--- src/rtl/fifo_pkg.sv ---
package fifo_pkg;
  typedef enum logic [1:0] {
    MODE_IDLE  = 2'd0,
    MODE_TX    = 2'd1,
    MODE_RX    = 2'd2,
    MODE_CLASH = 2'd3
  } fifo_mode_e;
endpackage

--- src/rtl/fifo_dir_ctrl.sv ---
module fifo_dir_ctrl
  import fifo_pkg::*;
#(
  parameter int DATA_W = 32
) (
  input  logic              tx_run,
  input  logic              rx_run,
  input  logic              bus_wr,
  input  logic [DATA_W-1:0] bus_wdata,
  input  logic              bus_rd,
  input  logic              card_wr,
  input  logic [DATA_W-1:0] card_wdata,
  input  logic              card_rd,
  output fifo_mode_e        mode,
  output logic              wr_req,
  output logic [DATA_W-1:0] wr_data,
  output logic              rd_req,
  output logic              rd_to_bus
);
  always_comb begin
    mode = fifo_mode_e'({rx_run, tx_run});
    wr_req    = 1'b0;
    rd_req    = 1'b0;
    wr_data   = bus_wdata;
    rd_to_bus = 1'b0;
    unique case (mode)
      MODE_TX: begin
        wr_req = bus_wr;
        rd_req = card_rd;
      end
      MODE_RX: begin
        wr_req    = card_wr;
        wr_data   = card_wdata;
        rd_req    = bus_rd;
        rd_to_bus = 1'b1;
      end
      default: begin
        wr_req = 1'b0;
        rd_req = 1'b0;
      end
    endcase
  end
endmodule

--- src/rtl/fifo_ptr_ctrl.sv ---
module fifo_ptr_ctrl #(
  parameter int DEPTH = 32
) (
  input  logic                     clk,
  input  logic                     rst,
  input  logic                     flush,
  input  logic                     wr_req,
  input  logic                     rd_req,
  input  logic                     clash,
  output logic                     wr_en,
  output logic [$clog2(DEPTH)-1:0] wr_addr,
  output logic                     rd_en,
  output logic                     rd_zero,
  output logic [$clog2(DEPTH)-1:0] rd_addr,
  output logic                     empty_q,
  output logic                     avail_q,
  output logic                     full_q,
  output logic                     hfull_q,
  output logic                     hempty_q,
  output logic                     ovr_q,
  output logic                     udr_q,
  output logic                     derr_q
);
  localparam int AW   = $clog2(DEPTH);
  localparam int CW   = $clog2(DEPTH + 1);
  localparam int HALF = DEPTH / 2;
  localparam logic [CW-1:0] CNT_MAX  = CW'(DEPTH);
  localparam logic [CW-1:0] CNT_HALF = CW'(HALF);
  localparam logic [AW-1:0] PTR_LAST = AW'(DEPTH - 1);

  logic [CW-1:0] cnt_q, cnt_n;
  logic [AW-1:0] wptr_q, rptr_q;
  logic          is_empty, is_full;

  assign is_empty = (cnt_q == '0);
  assign is_full  = (cnt_q == CNT_MAX);
  assign wr_en    = wr_req && !is_full  && !flush;
  assign rd_en    = rd_req && !is_empty && !flush;
  assign rd_zero  = rd_req && is_empty  && !flush;
  assign wr_addr  = wptr_q;
  assign rd_addr  = rptr_q;

  always_comb begin
    cnt_n = cnt_q;
    if (flush)
      cnt_n = '0;
    else if (wr_en && !rd_en)
      cnt_n = cnt_q + 1'b1;
    else if (rd_en && !wr_en)
      cnt_n = cnt_q - 1'b1;
  end

  always_ff @(posedge clk) begin
    if (rst || flush) begin
      wptr_q <= '0;
      rptr_q <= '0;
    end else begin
      if (wr_en) wptr_q <= (wptr_q == PTR_LAST) ? '0 : wptr_q + 1'b1;
      if (rd_en) rptr_q <= (rptr_q == PTR_LAST) ? '0 : rptr_q + 1'b1;
    end
  end

  always_ff @(posedge clk) begin
    if (rst) begin
      cnt_q    <= '0;
      empty_q  <= 1'b1;
      avail_q  <= 1'b0;
      full_q   <= 1'b0;
      hfull_q  <= 1'b0;
      hempty_q <= 1'b1;
      ovr_q    <= 1'b0;
      udr_q    <= 1'b0;
      derr_q   <= 1'b0;
    end else begin
      cnt_q    <= cnt_n;
      empty_q  <= (cnt_n == '0);
      avail_q  <= (cnt_n != '0);
      full_q   <= (cnt_n == CNT_MAX);
      hfull_q  <= (cnt_n >= CNT_HALF);
      hempty_q <= (cnt_n <= CNT_HALF);
      if (flush) begin
        ovr_q  <= 1'b0;
        udr_q  <= 1'b0;
        derr_q <= 1'b0;
      end else begin
        ovr_q  <= ovr_q  | (wr_req && is_full);
        udr_q  <= udr_q  | rd_zero;
        derr_q <= derr_q | clash;
      end
    end
  end
endmodule

--- src/rtl/fifo_mem.sv ---
module fifo_mem #(
  parameter int DATA_W = 32,
  parameter int DEPTH  = 32
) (
  input  logic                     clk,
  input  logic                     rst,
  input  logic                     wr_en,
  input  logic [$clog2(DEPTH)-1:0] wr_addr,
  input  logic [DATA_W-1:0]        wr_data,
  input  logic                     rd_en,
  input  logic                     rd_zero,
  input  logic                     rd_to_bus,
  input  logic [$clog2(DEPTH)-1:0] rd_addr,
  output logic [DATA_W-1:0]        bus_q,
  output logic [DATA_W-1:0]        card_q
);
  logic [DATA_W-1:0] store [DEPTH];

  always_ff @(posedge clk) begin
    if (wr_en) store[wr_addr] <= wr_data;
  end

  always_ff @(posedge clk) begin
    if (rst) begin
      bus_q  <= '0;
      card_q <= '0;
    end else if (rd_to_bus) begin
      if (rd_en)        bus_q <= store[rd_addr];
      else if (rd_zero) bus_q <= '0;
    end else begin
      if (rd_en)        card_q <= store[rd_addr];
      else if (rd_zero) card_q <= '0;
    end
  end
endmodule

--- src/rtl/shared_dir_fifo.sv ---
module shared_dir_fifo
  import fifo_pkg::*;
#(
  parameter int DATA_W = 32,
  parameter int DEPTH  = 32
) (
  input  logic              clk,
  input  logic              rst,
  input  logic              flush,
  input  logic              tx_run,
  input  logic              rx_run,
  input  logic              bus_wr,
  input  logic [DATA_W-1:0] bus_wdata,
  input  logic              bus_rd,
  output logic [DATA_W-1:0] bus_rdata,
  input  logic              card_wr,
  input  logic [DATA_W-1:0] card_wdata,
  input  logic              card_rd,
  output logic [DATA_W-1:0] card_rdata,
  output logic              empty,
  output logic              data_avail,
  output logic              full,
  output logic              half_full,
  output logic              half_empty,
  output logic              overrun,
  output logic              underrun,
  output logic              dir_err
);
  localparam int AW = $clog2(DEPTH);

  fifo_mode_e        mode;
  logic              wr_req, rd_req, rd_to_bus;
  logic [DATA_W-1:0] wr_data;
  logic              wr_en, rd_en, rd_zero;
  logic [AW-1:0]     wr_addr, rd_addr;

  fifo_dir_ctrl #(.DATA_W(DATA_W)) u_dir (
    .tx_run(tx_run), .rx_run(rx_run),
    .bus_wr(bus_wr), .bus_wdata(bus_wdata), .bus_rd(bus_rd),
    .card_wr(card_wr), .card_wdata(card_wdata), .card_rd(card_rd),
    .mode(mode), .wr_req(wr_req), .wr_data(wr_data),
    .rd_req(rd_req), .rd_to_bus(rd_to_bus)
  );

  fifo_ptr_ctrl #(.DEPTH(DEPTH)) u_ptr (
    .clk(clk), .rst(rst), .flush(flush),
    .wr_req(wr_req), .rd_req(rd_req), .clash(mode == MODE_CLASH),
    .wr_en(wr_en), .wr_addr(wr_addr), .rd_en(rd_en), .rd_zero(rd_zero),
    .rd_addr(rd_addr),
    .empty_q(empty), .avail_q(data_avail), .full_q(full),
    .hfull_q(half_full), .hempty_q(half_empty),
    .ovr_q(overrun), .udr_q(underrun), .derr_q(dir_err)
  );

  fifo_mem #(.DATA_W(DATA_W), .DEPTH(DEPTH)) u_mem (
    .clk(clk), .rst(rst),
    .wr_en(wr_en), .wr_addr(wr_addr), .wr_data(wr_data),
    .rd_en(rd_en), .rd_zero(rd_zero), .rd_to_bus(rd_to_bus),
    .rd_addr(rd_addr), .bus_q(bus_rdata), .card_q(card_rdata)
  );
endmodule

--- config.mk ---
export PLATFORM = sky130hd
export DESIGN_NAME = shared_dir_fifo
export DESIGN_NICKNAME = d
export VERILOG_FILES = /design/src/rtl/fifo_pkg.sv /design/src/rtl/fifo_dir_ctrl.sv /design/src/rtl/fifo_ptr_ctrl.sv /design/src/rtl/fifo_mem.sv /design/src/rtl/shared_dir_fifo.sv
export SDC_FILE = /design/constraint.sdc
export NUM_CORES = 1
export LEC_CHECK = 0
export ABC_CLOCK_PERIOD_IN_PS = 4150
export BUFFER_PORTS_ARGS = -buffer_cell sky130_fd_sc_hd__clkbuf_2
export CORE_UTILIZATION = 50
export DETAILED_ROUTE_END_ITERATION = 16
export PLACE_DENSITY_LB_ADDON = 0.15
export RECOVER_POWER = 50
export SETUP_SLACK_MARGIN = 0.15
export SLEW_MARGIN = 30
export SYNTH_ARGS = -nofsm -noshare
export SYNTH_HDL_FRONTEND = slang
export SYNTH_SLANG_ARGS = --single-unit
--- constraint.sdc ---
create_clock -name clk -period 4.15 [get_ports clk]
set_input_delay 0.415 -clock clk [delete_from_list [all_inputs] [get_ports clk]]
set_output_delay 0.415 -clock clk [all_outputs]
set_load 0.05 [all_outputs]
== Word-level counts from Yosys, hierarchy flattened ==
Memory sizes are Yosys's and may differ from the RTL's. A register that Yosys moved wholly into a read port is not among the register bits.
Index checks and enable logic that the tools add are counted.
W data, S select, Z words.

* Memories kept: 1
* Bits in registers: 88
* Logic and storage cells: 68
* Output and inout bits: 72
* Bits of input ports: 73
* RAM bits: 1024

{| class="wikitable"
|+ Memories
! memory !! depth !! width !! read ports !! clocked after Yosys merged registers in !! write ports !! RTL line !! RTL
|-
| u_mem.store || 32 || 32 || 1 || 1 || 1 || fifo_mem.sv:17 || <nowiki>logic [DATA_W-1:0] store [DEPTH];</nowiki>
|}

* Eq/ne operators: 7
* Reductions and logical operators: 22
* Magnitude comparators: 2
* Add/subtract/negate cells: 4
* Bitwise operators: 4
* Muxes and demuxes: 15

{| class="wikitable"
|+ Operators by type and width
! cell !! count
|-
| $mux W32 || 3
|-
| $mux W5 || 4
|-
| $mux W6 || 3
|-
| $eq A6 B6 Y1 const B || 2
|-
| $logic_not A6 Y1 || 2
|-
| $add A5 B1 Y5 const B || 2
|-
| $eq A5 B5 Y1 const B || 2
|-
| $logic_and A1 B1 Y1 || 9
|-
| $add A6 B1 Y6 const B || 1
|-
| $ge A6 B5 Y1 const B || 1
|-
| $le A6 B5 Y1 const B || 1
|-
| $reduce_bool A6 Y1 || 1
|-
| $sub A6 B1 Y6 const B || 1
|-
| $logic_not A1 Y1 || 5
|-
| $eq A2 B2 Y1 const B || 2
|-
| $pmux W1 S2 || 2
|-
| $reduce_and A2 Y1 || 2
|-
| $mux W1 || 3
|-
| $or A1 B1 Y1 || 3
|-
| $eq A2 B1 Y1 const B || 1
|-
| $reduce_bool A2 Y1 || 1
|-
| $reduce_or A2 Y1 || 1
|-
| $logic_or A1 B1 Y1 || 1
|-
| $not A1 Y1 || 1
|}

== Longest topological paths before layout ==
Gate-level depths: netlist of run 1.

* Depth after elaboration: 10
* Gate-level depth with buffers: 9
* Gate-level depth less buffers: 8

== Modules after synthesis ==
From an unflattened synthesis of run 1, not the netlist that was laid out.

* Cell total of the unflattened synthesis: 2411
* Area, all modules: 44066.0 sq um

{| class="wikitable"
|+ By module, submodules not included
! module !! cells each !! times used !! area an instance (sq um) !! seq. area each (sq um)
|-
| fifo_mem || 2179 || 1 || 41931.5 || 32030.7
|-
| fifo_ptr_ctrl || 184 || 1 || 1505.2 || 480.5
|-
| fifo_dir_ctrl || 47 || 1 || 623.1 || 0.0
|-
| shared_dir_fifo || 1 || 1 || 6.3 || 0.0
|}

== Worst setup path before layout of run 1 ==
Ideal clock, no wire load.

* Path kind: in2reg
* Start: in tx_run
* End: mem u_mem.store[31][0], enable pin
* Data required time: 3.729 ns
* Arrival: 3.218 ns
* Library setup time: 0.421 ns
* Stages: 7
* Setup slack: 0.511 ns
* Buffers on the path: 0
* Path through: inv_1 -> ha_1 -> nor2_1 -> nand2_1 -> a21oi_1 -> nand2_1 -> nor2_1

* Longest elaborated chain between the ends: 6
* Elaborated cells on any way between the ends: 7
* Those cells by class: 2 x eq/ne; 3 x mux; 2 x reduce/logical

{| class="wikitable"
|+ Ends and longest elaborated chain
! item !! RTL line !! RTL
|-
| start: declaration || shared_dir_fifo.sv:10 || <nowiki>input logic tx_run,</nowiki>
|-
| $eq A2 B2 Y1 / $eq A2 B1 Y1 (equally long branches) || fifo_dir_ctrl.sv:26 || <nowiki>unique case (mode)</nowiki>
|-
| $pmux W1 S2 * || fifo_dir_ctrl.sv:26 ||
|-
| $logic_and A1 B1 Y1 * (2 in a row) || fifo_ptr_ctrl.sv:37 || <nowiki>assign wr_en = wr_req && !is_full && !flush;</nowiki>
|-
| $mux W1 * || fifo_mem.sv:20 || <nowiki>if (wr_en) store[wr_addr] <= wr_data;</nowiki>
|-
| $mux W1 (implied by the code) * || fifo_mem.sv:20 ||
|-
| end: declaration || fifo_mem.sv:17 ||
|}

Every way passes the cells marked *; elsewhere a longest branch is shown, timed or not.

== Worst setup path in the final report of run 1 ==
* Start: reg u_ptr.cnt_q[0]
* End: reg u_ptr.avail_q

* Longest elaborated chain between the ends: 10
* Elaborated cells on any way between the ends: 18
* Those cells by class: 2 x add/sub; 1 x eq/ne; 3 x mux; 12 x reduce/logical

{| class="wikitable"
|+ Ends and longest elaborated chain
! item !! RTL line !! RTL
|-
| start: declaration || fifo_ptr_ctrl.sv:31 || <nowiki>logic [CW-1:0] cnt_q, cnt_n;</nowiki>
|-
| start signal: assignment || fifo_ptr_ctrl.sv:75 || <nowiki>cnt_q <= cnt_n;</nowiki>
|-
| branches (longest 7 deep; another with $sub A6 B1 Y6) || n/a ||
|-
| $mux W6 * || fifo_ptr_ctrl.sv:47 || <nowiki>else if (wr_en && !rd_en)</nowiki>
|-
| $mux W6 * || fifo_ptr_ctrl.sv:45 || <nowiki>if (flush)</nowiki>
|-
| $reduce_bool A6 Y1 * || fifo_ptr_ctrl.sv:77 || <nowiki>avail_q <= (cnt_n != '0);</nowiki>
|-
| end signal: assignment || fifo_ptr_ctrl.sv:77 ||
|-
| end: declaration || fifo_ptr_ctrl.sv:16 || <nowiki>output logic avail_q,</nowiki>
|}

Every way passes the cells marked *.
A chain may end at the register's enable or synchronous reset.

==> results of run 1 <==
flip-flops by register name (all words and copies together), names as in the netlist, named ones only:
name,cells
u_mem.bus_q,32
u_mem.card_q,32
u_mem.store,1024
u_ptr.avail_q,1
u_ptr.cnt_q,6
u_ptr.derr_q,1
u_ptr.empty_q,1
u_ptr.full_q,1
u_ptr.hempty_q,1
u_ptr.hfull_q,1
u_ptr.ovr_q,1
u_ptr.rd_addr,5
u_ptr.udr_q,1
u_ptr.wr_addr,5
cell usage after synthesis, types with 2 or more instances:
library cell  count
clkbuf_8          2
nor3b_1           2
or2_2             2
a21oi_1          13
xnor2_1           2
o21ai_0          69
mux2i_1          36
a31oi_1           5
nor2_1           54
nor3_1            8
a22oi_1           2
buf_6             2
or3_1             4
clkbuf_1         59
inv_1             9
mux4_2          320
buf_2            27
nor4_1            3
mux2_2           32
dfxtp_1          93
nand3_1           4
nand4_1           2
and3_1            5
ha_1             12
edfxtp_1       1024
nand2_1          75
buf_1             9
nand3b_1          3
cell families (layout without fill, tap and decap cells):
group                    after synthesis  in the layout  share of synthesized area [%]
other                                  0              2                              0
adder cells (fa/ha/maj)               12             12                          0.352
AO/OA/AOI/OAI                        105            105                           1.48
AND/OR/NAND/NOR                      174            174                           1.87
XOR/XNOR                               3              3                         0.0617
flip-flops                          1117           1117                           76.5
multiplexers                         388            388                           18.6
buffers and inverters                108            461                           1.11
layer usage:
| layer | wire length, um | track usage (%) | up-vias |
|---|---|---|---|
| met5 | 0 | 0 | - |
| met4 | 2280 | 6.19 | 0 |
| met3 | 5260 | 2.89 | 148 |
| met2 | 48500 | 37.7 | 718 |
| met1 | 41500 | 33.3 | 11100 |
| li1 | - | - | 8545 |
worst max-delay path, stage by stage, from the launching register on:
cell	delay (ns)
dfxtp_1	0.38
inv_1	0.12
ha_1	0.22
or4b_1	0.67
o211ai_1	0.78
a21oi_4	0.10
a221oi_2	0.36
o221ai_2	0.20
a211o_1	0.32
through the flow:
stage          utilization (%)  power (W)  cells  instance area (sq um)  setup WS (ns)
4_1_cts                   58.9     0.0233   3394                  49500           1.11
6_report                  58.8     0.0232   3396                  49400          0.878
3_5_place_dp              54.4     0.0130   3185                  45600          0.916
2_1_floorplan                -     0.0128   1907                  42600          0.511
5_1_grt                   58.8     0.0238   3394                  49300          0.587
3_3_place_gp              54.4     0.0130   3185                  45600          0.873
area by class of cell:
type	instances	area, sq um
Sequential cell	1117	32600
Timing Repair Buffer	243	1660
Clock buffer	147	3130
Clock inverter	62	711
Inverter	9	33.8
Multi-Input combinational cell	682	9770
Tap cell	1134	1420
Antenna cell	2	5.00
Fill cell	5987	34600
final timing paths:
check	to	slack (ns)	cells past startpoint
setup / recovery	u_ptr.avail_q	0.88	8
hold / removal	u_ptr.derr_q	0.15	4
setup reg to reg	u_ptr.avail_q	0.88	8
hold reg to reg	u_mem.bus_q[6]	0.45	2
power breakdown:
group | total [W] | switching (W) | leakage [nW] | internal, W
clock network | 0.0104 | 0.00416 | 1.88 | 0.00623
registers | 0.0124 | 0.00000389 | 9.96 | 0.0124
logic | 0.000396 | 0.000317 | 3.24 | 0.0000786
==> summary.txt, run 1 <==
Placed design
  • HPWL Detailed: 57600 um
  • Routability cong.: 0.793
  • Buffers on Ports: 144

Yosys
  • Synth cell types: 57
  • #FFs+latches synth: 1117
  • Mean Syn Cell Area: 22.3 sq um
  • Seq/Total Area, Yosys: 76.5%
  • Post-synthesis net count: 1992
  • Top_reg_cell synth: edfxtp_1
  • Leading area contributor after synthesis: edfxtp_1
  • Top cell type's share of synthesized area: 72.2%
  • Gate Count Post-Synth: 1907
  • Synth area leaders: edfxtp_1 72%, mux4_2 17%, dfxtp_1 4.4%
  • Mapped Area: 0.0426 sq mm
  • Synth Warn #: 0
  • Post-synth EDFFs: 1024
  • Synth async-reset ratio: 0%

Routing
  • DR vias: 20500
  • Initial drt markers: 2184
  • Drt first pass iters: 5
  • Vias per std cell: 6.04
  • Post-route ant nets: 0
  • Routed WL per cell: 28.7 um
  • Final WL: 97600 um
  • DRC Markers: 0

Pwr
  • Leakage power: 15.1 nW
  • Pwr dens: 469 mW/mm^2
  • Peak supply drop: 0.393 mV

Clock tree
  • Post_cts resized: 0
  • TritonCTS Buffers: 111
  • Worst-Skew Late Latency: 0.67 ns
  • # clock sinks: 1117
  • Post-CTS Setup Inserts: 0
  • Post-cts hold buffer count: 0
  • Clk slew on worst S/H paths: 0.06 ns
  • Clock root cell: clkbuf_16
  • Max H-tree Level: 3
  • Clk buf depth: 3
  • CTS tree: yes

Cells and area
  • Most frequent cells in the layout: 1024 x edfxtp_1, 320 x mux4_2, 116 x clkbuf_16
  • Area Overhead vs Synth: 15.8%
  • Final nets: 2249
  • Share of layout cells above drive strength 1: 31.6%
  • Commonest non-fill, non-tap cell in the layout: edfxtp_1

Floorplanning
  • Die W: 294 um
  • Die height: 294 um
  • Effective utilization at floorplan: 50.8%
  • Die ar.: 0.0864 sq mm
  • # IOs: 145
  • Total core area: 0.0840 sq mm
  • Row cnt: 106

Timing
  • Fmax: 306 MHz
  • Setup TNS: 0 ns
  • Final setup skew: 0.0261 ns
  • Slew Limit Fails: 0
  • Final hold slack: 0.155 ns
  • Final Hold Vio Count: 0
  • Slew HR: 11.5%
  • Min Tclk post-route: 3.27 ns
  • Setup-failing EPs final: 0
  • RSZ-0062 raised after global routing: no
  • Tcrit/Tclk final: 78.8%
  • Least-Margin Pin Slew: 1.32 ns

Flow run
  • Max-cap viol count: 0

Worst setup path
  • Startpoint Class: register
  • Reg2reg start: u_ptr.cnt_q[0]
  • Worst Path Max Fanout: 9
  • Critical Path Start: u_ptr.cnt_q[0]
  • Critical Path End Type: register
  • Worst EP required: 4.69 ns
  • Data arrival, critical path: 3.82 ns
  • CP Class: register to register

Global routing
  • Vias in the first global route: 20900
  • First-pass GRT wire length: 143000 um
  • Total global routing overflow: 0
  • Largest net degree at the start of global routing: 65
  • Tot GR Track Use: 23.1%
  • Initial antenna violation count: 1

Status
  • Status: finished clean

Min path
  • Type of the worst min-delay path: input port to register
  • Worst Min Path Start: rx_run
(Power assumes the default switching activity.)
==> run 2, diff against run 1 <==
--- a/config.mk
+++ b/config.mk
@@ -5,7 +5,8 @@
 export SDC_FILE = /design/constraint.sdc
 export NUM_CORES = 1
 export LEC_CHECK = 0
-export ABC_CLOCK_PERIOD_IN_PS = 4150
+export ABC_AREA = 1
+export ABC_CLOCK_PERIOD_IN_PS = 2700
 export BUFFER_PORTS_ARGS = -buffer_cell sky130_fd_sc_hd__clkbuf_2
 export CORE_UTILIZATION = 50
 export DETAILED_ROUTE_END_ITERATION = 16
==> constraint.sdc (replaced) <==
create_clock -name clk -period 2.7 [get_ports clk]
set_input_delay 0.27 -clock clk [delete_from_list [all_inputs] [get_ports clk]]
set_output_delay 0.27 -clock clk [all_outputs]
set_load 0.05 [all_outputs]
==> run 2 against run 1 <==
  * Final cell count is 57% higher
  * Routed wire length rose by 31%
  * Register-to-register slack got worse by 0.60 ns
  * Critical endpoint is now u_mem.store[2][1]
  * Via count rose by 49%
  * Global-route usage up 4.9 points
==> summary.txt, run 2 <==
Routing
  • Drt first pass iters: 6
  • DRC Markers: 0
  • Post-route ant nets: 0
  • Initial drt markers: 3304
  • Vias per std cell: 5.73
  • DR vias: 30500
  • Routed WL per cell: 24.0 um
  • Final WL: 128000 um

Cells and area
  • Fin area: 0.0517 sq mm
  • Largest regs: u_mem.store x1024, u_mem.bus_q x32, u_mem.card_q x32
  • Fin cells: 5324
  • Share of layout cells above drive strength 1: 11.3%
  • Final nets: 4146
  • Most frequent cells in the layout: 1231 x nand2_1, 1024 x edfxtp_1, 984 x nand3_1
  • Layout fillers: 7226
  • Top reg by flops: u_mem.store
  • Commonest non-fill, non-tap cell in the layout: nand2_1
  • Max reg flops: 1024
  • Post-layout util: 58.3%
  • Area Overhead vs Synth: 15.0%

Clock tree
  • Clk slew on worst S/H paths: 0.06 ns
  • # clock sinks: 1117
  • Clk buf depth: 3
  • TritonCTS Buffers: 113
  • CTS tree: yes
  • Max H-tree Level: 3
  • Clock root cell: clkbuf_16
  • Worst-Skew Late Latency: 0.69 ns

Status
  • Status: finished clean

Yosys
  • Leading area contributor after synthesis: edfxtp_1
  • Post-synth EDFFs: 1024
  • Top cell type's share of synthesized area: 68.4%
  • Gate Count Post-Synth: 3872
  • Synth area leaders: edfxtp_1 68%, nand3_1 11%, nand2_1 10%
  • Top post-synthesis cells by count: 1229 x nand2_1, 1024 x edfxtp_1, 984 x nand3_1
  • Synth async-reset ratio: 0%
  • Seq/Total Area, Yosys: 72.5%
  • Post-synthesis net count: 3957
  • Synth cell types: 30
  • Top_reg_cell synth: edfxtp_1
  • Mapped Area: 0.0450 sq mm
  • #FFs+latches synth: 1117
  • Synth Warn #: 0
  • Mean Syn Cell Area: 11.6 sq um
  • Most numerous cell in the Yosys netlist: nand2_1

Pwr
  • Pwr dens: 680 mW/mm^2
  • Total power: 0.0352 W
  • Leakage power: 18.5 nW
  • Peak supply drop: 0.670 mV

Timing
  • Setup TNS: 0 ns
  • Final setup skew: 0.0290 ns
  • Least-Margin Pin Slew: 0.889 ns
  • Fmax: 407 MHz
  • RSZ-0062 raised after global routing: no
  • Slew HR: 40.6%
  • Slew Limit Fails: 0
  • Tcrit/Tclk final: 91.1%
  • Min Tclk post-route: 2.46 ns
  • Final Hold Vio Count: 0
  • Setup-failing EPs final: 0

Placed design
  • Routability cong.: 0.823
  • Placed inst area: 0.0483 sq mm
  • Placed cell count: 5106
  • Buffers on Ports: 144
  • HPWL Detailed: 73000 um

Global routing
  • Initial antenna violation count: 2
  • Vias in the first global route: 28800
  • Total global routing overflow: 0
  • Largest net degree at the start of global routing: 75
  • Tot GR Track Use: 28.0%
  • First-pass GRT wire length: 187000 um

Worst setup path
  • WP buf/inv: 6
  • Slowest cell on the critical path: dlygate4sd3_1
  • CP cell instances: dlygate4sd3_1, clkbuf_1, inv_1, ha_1, clkinv_1, clkbuf_1, nand2_1, nand2_1, clkbuf_2
  • Data arrival, critical path: 2.72 ns
  • Worst Path Max Fanout: 32
  • CP peak stage delay: 0.53 ns
  • Worst EP required: 2.96 ns
  • CP delay by family, top: buffers and inverters
  • Startpoint Class: input port
  • Critical Path End Type: register
  • CP Class: input port to register

Floorplanning
  • Die ar.: 0.0911 sq mm
  • Die height: 302 um
  • # IOs: 145
  • Die W: 302 um
  • Total core area: 0.0888 sq mm
  • Effective utilization at floorplan: 50.6%
  • Row cnt: 109

Flow run
  • Max-cap viol count: 0

Min path
  • Type of the worst min-delay path: input port to register
run 2: worst paths after layout:
| check | start | endpoint | slack [ns] | depth (start not counted) |
|---|---|---|---|---|
| worst min register to register | u_ptr.derr_q | u_ptr.derr_q | 0.49 | 2 |
| worst max register to register | u_ptr.cnt_q[0] | u_mem.store[2][7] | 0.28 | 9 |
| worst max-delay path | tx_run | u_mem.store[2][1] | 0.24 | 9 |
| worst min-delay path | bus_wr | u_ptr.ovr_q | 0.06 | 5 |
run 2: cell families after synthesis:
group | count (synthesis) | share of synthesized area [%]
and+or+nand+nor | 2300 | 22.2
DFF | 1117 | 72.5
buffers and inverters | 291 | 3.20
adders and majority gates | 12 | 0.334
xor gates and xnor gates | 6 | 0.117
AOI/OAI and AO/OA | 146 | 1.64
run 2: repair_timing:
action,4_1_cts,5_1_grt
endpoints found under the hold margin,10,0
resized for setup,0,0
setup buffers,0,0
hold buffers,5,0
run 2: final cells by class:
type | instances | area (sq um) | area share [%]
Clock inverter | 64 | 497 | 0.960
Inverter | 41 | 175 | 0.339
Antenna cell | 2 | 5.00 | 0.00968
Multi-Input combinational cell | 2464 | 11200 | 21.6
Timing Repair Buffer | 324 | 2710 | 5.24
Sequential cell | 1117 | 32600 | 63.1
Clock buffer | 147 | 3090 | 5.98
Tap cell | 1165 | 1460 | 2.82
run 2: power by group:
part,switching [W],leakage [nW],internal (W)
Sequential,0.0000259,9.98,0.0191
Combinational,0.000787,6.76,0.000188
Clock,0.00650,1.78,0.00862
Total,0.00731,18.5,0.0279
run 2: routing by layer:
layer	global-route usage (%)	wire length (um)
met1	38.7	52500
met2	44.3	59800
met3	4.31	9970
met4	12.0	5690
met5	0	0
run 2: stage by stage:
stage / worst slack (ns) / hold slack, ns
4_1_cts: 0.376 / 0.0199
6_report: 0.240 / 0.0642
5_1_grt: 0.130 / 0.0742
3_3_place_gp: 0.298 / 0.473
3_5_place_dp: 0.280 / 0.479
2_1_floorplan: -0.299 / 0.467
run 2: worst reg2reg max path, cell delays in order (launching register included):
cell	delay [ns]
dfxtp_1	0.37
inv_1	0.10
ha_1	0.26
nand2_1	0.13
nor2_1	0.13
nor2_8	0.22
nand2_1	0.09
buf_4	0.23
nor2_4	0.11
buf_4	0.40
